===== src/rtl/dacin_pkg.sv =====
package dacin_pkg;
  localparam int CODE_W = 14;

  // shift a new serial bit in at the LSB, oldest bit falls off the MSB
  function automatic logic [CODE_W-1:0] shift_in(input logic [CODE_W-1:0] cur, input logic b);
    return {cur[CODE_W-2:0], b};
  endfunction

  // a frame is usable once it has at least one full word of clock edges
  function automatic logic frame_complete(input int unsigned edges);
    return edges >= CODE_W;
  endfunction
endpackage


===== src/rtl/dacin_sync.sv =====
module dacin_sync #(
  parameter int N      = 4,
  parameter int STAGES = 2,
  parameter logic [N-1:0] RST_VAL = '0
) (
  input  logic         clk,
  input  logic         rst,
  input  logic [N-1:0] din,
  output logic [N-1:0] dout,
  output logic [N-1:0] dout_d
);
  for (genvar g = 0; g < N; g++) begin : g_bit
    logic [STAGES-1:0] chain;
    always_ff @(posedge clk) begin
      if (rst) chain <= {STAGES{RST_VAL[g]}};
      else     chain <= {chain[STAGES-2:0], din[g]};
    end
    always_ff @(posedge clk) begin
      if (rst) dout_d[g] <= RST_VAL[g];
      else     dout_d[g] <= chain[STAGES-1];
    end
    assign dout[g] = chain[STAGES-1];
  end
endmodule


===== src/rtl/dacin_shift.sv =====
module dacin_shift
  import dacin_pkg::*;
#(
  parameter int W     = CODE_W,
  localparam int CNT_W = $clog2(W + 1)
) (
  input  logic         clk,
  input  logic         rst,
  input  logic         cs_lo,
  input  logic         sclk_rise,
  input  logic         sdi_s,
  output logic [W-1:0] word,
  output logic         frame_full
);
  logic [CNT_W-1:0] cnt;

  always_ff @(posedge clk) begin
    if (rst) begin
      word <= '0;
      cnt  <= '0;
    end else if (!cs_lo) begin
      cnt <= '0;
    end else if (sclk_rise) begin
      word <= shift_in(word, sdi_s);
      if (!frame_complete(int'(cnt))) cnt <= cnt + 1'b1;
    end
  end

  assign frame_full = frame_complete(int'(cnt));
endmodule


===== src/rtl/dacin_update.sv =====
module dacin_update #(
  parameter int W = 14
) (
  input  logic         clk,
  input  logic         rst,
  input  logic         mode_auto,
  input  logic         cs_rise,
  input  logic         frame_full,
  input  logic         load_fall,
  input  logic [W-1:0] word,
  output logic [W-1:0] hold,
  output logic [W-1:0] dac_code,
  output logic         dac_upd
);
  logic take;
  assign take = cs_rise & frame_full;

  always_ff @(posedge clk) begin
    if (rst) begin
      hold     <= '0;
      dac_code <= '0;
      dac_upd  <= 1'b0;
    end else begin
      dac_upd <= 1'b0;
      if (mode_auto) begin
        if (take) begin
          dac_code <= word;
          dac_upd  <= 1'b1;
        end
      end else begin
        if (take) hold <= word;
        if (load_fall) begin
          dac_code <= hold;
          dac_upd  <= 1'b1;
        end
      end
    end
  end
endmodule


===== src/rtl/dacin_rx.sv =====
module dacin_rx
  import dacin_pkg::*;
#(
  parameter int W           = CODE_W,
  parameter int SYNC_STAGES = 2
) (
  input  logic         clk,
  input  logic         rst,
  input  logic         mode_auto,
  input  logic         cs_n,
  input  logic         sclk,
  input  logic         sdi,
  input  logic         load_n,
  output logic [W-1:0] dac_code,
  output logic         dac_upd
);
  localparam int NSIG = 4;
  localparam int I_CS = 0, I_CK = 1, I_DI = 2, I_LD = 3;

  logic [NSIG-1:0] s_now, s_prev;
  logic            cs_rise, sclk_rise, load_fall, frame_full;
  logic [W-1:0]    word, hold;

  dacin_sync #(.N(NSIG), .STAGES(SYNC_STAGES), .RST_VAL(4'b1001)) u_sync (
    .clk(clk), .rst(rst), .din({load_n, sdi, sclk, cs_n}),
    .dout(s_now), .dout_d(s_prev)
  );

  assign cs_rise   = s_now[I_CS] & ~s_prev[I_CS];
  assign sclk_rise = s_now[I_CK] & ~s_prev[I_CK];
  assign load_fall = ~s_now[I_LD] & s_prev[I_LD];

  dacin_shift #(.W(W)) u_shift (
    .clk(clk), .rst(rst), .cs_lo(~s_now[I_CS]), .sclk_rise(sclk_rise),
    .sdi_s(s_now[I_DI]), .word(word), .frame_full(frame_full)
  );

  dacin_update #(.W(W)) u_upd (
    .clk(clk), .rst(rst), .mode_auto(mode_auto), .cs_rise(cs_rise),
    .frame_full(frame_full), .load_fall(load_fall), .word(word),
    .hold(hold), .dac_code(dac_code), .dac_upd(dac_upd)
  );
endmodule


===== config.mk =====
export PLATFORM = sky130hd
export DESIGN_NAME = dacin_rx
export DESIGN_NICKNAME = d
export VERILOG_FILES = /design/src/rtl/dacin_pkg.sv /design/src/rtl/dacin_sync.sv /design/src/rtl/dacin_shift.sv /design/src/rtl/dacin_update.sv /design/src/rtl/dacin_rx.sv
export SDC_FILE = /design/constraint.sdc
export NUM_CORES = 1
export LEC_CHECK = 0
export BUFFER_PORTS_ARGS = -buffer_cell sky130_fd_sc_hd__clkbuf_2
export CELL_PAD_IN_SITES_DETAIL_PLACEMENT = 1
export CELL_PAD_IN_SITES_GLOBAL_PLACEMENT = 2
export CORE_MARGIN = 8
export CORE_UTILIZATION = 39
export CTS_CLUSTER_SIZE = 16
export DETAILED_ROUTE_END_ITERATION = 6
export GPL_ROUTABILITY_DRIVEN = 0
export GPL_TIMING_DRIVEN = 0
export HOLD_SLACK_MARGIN = 0.06
export PLACE_DENSITY = 0.83
export SETUP_SLACK_MARGIN = 0.3
export SLEW_MARGIN = 20
export SYNTH_ARGS = -nofsm -noshare
export SYNTH_HDL_FRONTEND = slang
export SYNTH_SLANG_ARGS = --single-unit

===== constraint.sdc =====
create_clock -name clk -period 2.3 [get_ports clk]
set_input_delay 0.23 -clock clk [delete_from_list [all_inputs] [get_ports clk]]
set_output_delay 0.23 -clock clk [all_outputs]
set_load 0.02 [all_outputs]

==> results.toml <==
[placed_design]
portBuffers = 19
dp_hpwl_microns = 4070

[timing]
timing.clock.skew_ps = 7.30
unrepaired_setup_endpoints_after_global_routing = "false"
final-setup-viol-count = 0
hold-worst-slack_ps = 78.0
max_slew.worst_pin.slew_ps = 666
max-slew-margin-rel_pct = 55.5
timing.final.crit_share_pct = 77.8
max_freq_mhz = 559
setup_total_negative_slack_ps = 0
final_hold_violating_endpoints = 0
finalWorstPathRequiredPeriod_ps = 1790
final-max-slew-violation-count = 0

[synth]
post_synthesis_share_of_cell_area_spent_on_full_adders_half_adders_and_majority_gates_pct = 1.07
syn-mean-instance-area_sq_um = 9.66
muxShareOfSynthArea_pct = 6.00
mappedNetlistNets = 251
cell_types_occupying_the_most_area_after_synthesis = "dfxtp_1 (50%), a21oi_1 (6.4%), mux2i_1 (6.0%), a211oi_1 (5.8%), a211oi_2 (5.4%)"
yosys_warnings = 0
yosysTopAreaCell = "dfxtp_1"
yosysTopAreaCellShare_pct = 49.7
synth_compound_area_share_pct = 23.7
ys_top_cells_by_count = "dfxtp_1 (58), a21oi_1 (30), nand2_1 (28)"
yosys.cell_types.count = 32
area_of_the_mapped_netlist_sq_um = 2340
async_reset_ff_share_pct = 0
synthesis.instances = 242
ys_seq_area_share_pct = 49.7
synth.most_common_cell = "dfxtp_1"
ys.flop_type = "dfxtp_1"
synth-xor-area-share_pct = 0
synth_top_family_by_area = "compound AO/OA/AOI/OAI gates"
synth_simple_gate_area_share_pct = 14.3
synth-edff-count = 0
synth-seq-cells = 58

[routing]
antenna_violating_nets_post_route = 0
routed_wirelength_microns = 5880
vias_per_cell = 5.22
drc_errors = 0
drt_iter0_drc = 64
dr_total_vias = 1852
routed_wire_length_per_instance_microns = 16.6
drtPass1Iterations = 4

[clock_network]
clock_sinks = 58
cts_tree = "built"
cts_root_buffer = "clkbuf_8"
cts_resized = 0
cts-htree-levels = 3
numCtsBuffers = 9
clk_latency_ps = 330
clock_path_buffers = 2
path_clk_slew_ps = 60

[cells_and_area]
multiInputGateArea_sq_um = 1050
finalNetCount = 285
n_antenna_cell = 0
drive_above_1_share_pct = 23.9
regArea_sq_um = 1160
fillCellCount = 685
synthesis_to_finish_area_growth_pct = 16.8

[power_and_ir_drop]
p_leak_nw = 0.988
pwr-share-seq_pct = 52.6
power.density_nw_per_um2 = 717
power_frac_clock_pct = 42.1
cellInternalPower_mw = 1.50
pwr-share-comb_pct = 5.2
fin_total_pwr_mw = 1.96
switching_power_mw = 0.459
proportion_of_total_power_due_to_net_switching_pct = 23.4
ir_worst_vdd_v = 0.000344

[setup_path]
critical_path_peak_fanout = 10
cp.buffers_inverters = 2
worst_setup_path_end_kind = "flip-flop"
crit_slowest_cell = "dfxtp_1"
required_time_of_the_worst_setup_path_ps = 2500
criticalPathCategory = "reg -> reg"
arrival_ps = 1990
cpLargestDelayFamily = "compound AO/OA/AOI/OAI gates"
crit_chain = "inv_1 > ha_1 > o211a_1 > clkbuf_1 > o311ai_0 > o41ai_1"
critical_path.startpoint_type = "flip-flop"
critical-path-max-stage-delay_ps = 380

[grt]
grt_antenna_before_repair = 0
groute.usage.overall_pct = 13.8
aggregate_global_routing_overflow = 0
grt_start_max_net_pins = 11
grt_pass1_vias = 1807
grt_first_pass_wirelength_microns = 9350

[floorplanning]
initial_utilization_pct = 39.9
core_region_area_sq_um = 5850
num_rows = 28
die_width_microns = 93.4
floorplan.io_pins = 22
die_y_microns = 93.4
fp.dieArea_sq_um = 8730

[run_status]
outcome = "complete, no violations"

[flow_run]
max_cap_violations = 0

[hold_path]
timing.hold.worst.class = "in -> reg"
-- cells in the final DEF, fill, tap and decap left out, types with 3 or more instances in the layout --
cell / n
a21oi_1: 30
nand3_1: 15
a211oi_2: 10
clkbuf_2: 20
o21ai_0: 14
a211oi_1: 18
buf_4: 3
buf_2: 8
dfxtp_1: 58
mux2i_1: 14
nor2b_1: 7
clkbuf_8: 11
nand2_1: 28
clkbuf_1: 10
inv_1: 3
buf_6: 3
or2_2: 5
clkinv_2: 3
-- path summary, 6_finish.rpt --
check,start,to,slack [ps],depth (start not counted)
setup / recovery,u_shift.cnt[0]$_SDFFE_PP0P_,u_shift.cnt[2]$_SDFFE_PP0P_,510,6
hold / removal,cs_n,u_sync.g_bit[0].chain[0]$_SDFF_PP1_,80,2
setup reg to reg,u_shift.cnt[0]$_SDFFE_PP0P_,u_shift.cnt[2]$_SDFFE_PP0P_,510,6
hold reg to reg,u_sync.g_bit[0].chain[0]$_SDFF_PP1_,u_sync.g_bit[0].chain[1]$_SDFF_PP1_,410,1
-- state kept, by name, summed over array words and instances, names as in the netlist --
name,cells
u_shift.word,14
u_shift.cnt,4
u_sync.dout_d,3
u_sync.g_bit.chain,8
u_upd.dac_code,14
u_upd.hold,14
u_upd.dac_upd,1
-- layer usage --
layer  share of wire (%)  up-vias  track usage [%]
met1                  49      888             17.4
met5                   0        -                0
met3                 4.1        6             4.73
li1                    -      935                -
met2                  46       23             20.7
met4                0.90        0             6.44
-- power groups by stage --
| stage | clock, mW | sequential [mW] | combinational [mW] |
|---|---|---|---|
| after floorplan | 0 | 1.06 | 0.0624 |
| after global placement | 0 | 1.05 | 0.100 |
| after detailed placement | 0 | 1.05 | 0.102 |
| after CTS | 0.848 | 1.03 | 0.102 |
| after global routing | 0.899 | 1.03 | 0.112 |
| final | 0.825 | 1.03 | 0.102 |
-- timing repair --
action                                  CTS  global route
buffers inserted                          0             3
hold buffers                              0             1
endpoints found under the setup margin    0             3
endpoints found under the hold margin     0             1
-- kinds of logic (layout without fill, tap and decap cells) --
logic type / Yosys count / after routing
AO/OA/AOI/OAI: 80 / 80
AND/OR/NAND/NOR: 64 / 64
flip-flops: 58 / 58
buffers and inverters: 24 / 62
multiplexers: 14 / 14
adder cells (fa/ha/maj): 2 / 2
-- through the flow --
step	utilization, %	cells	instance area, sq um	setup slack (ps)
floorplan	-	242	2340	762
global placement	43.2	336	2530	539
detailed placement	43.2	336	2530	486
CTS	46.1	351	2700	472
global route	46.6	355	2730	391
finish	46.6	355	2730	511
-- area by class of cell --
type,instances,share of cell area [%]
clock buffers,12,5.69
inverters,3,0.413
multi-input cells,160,38.6
flip-flops and latches,58,42.5
repair buffers,23,4.68
well taps,75,3.44
clock inverters,3,0.550
plain buffers,21,4.13
Power figures use the tool's default switching activity.
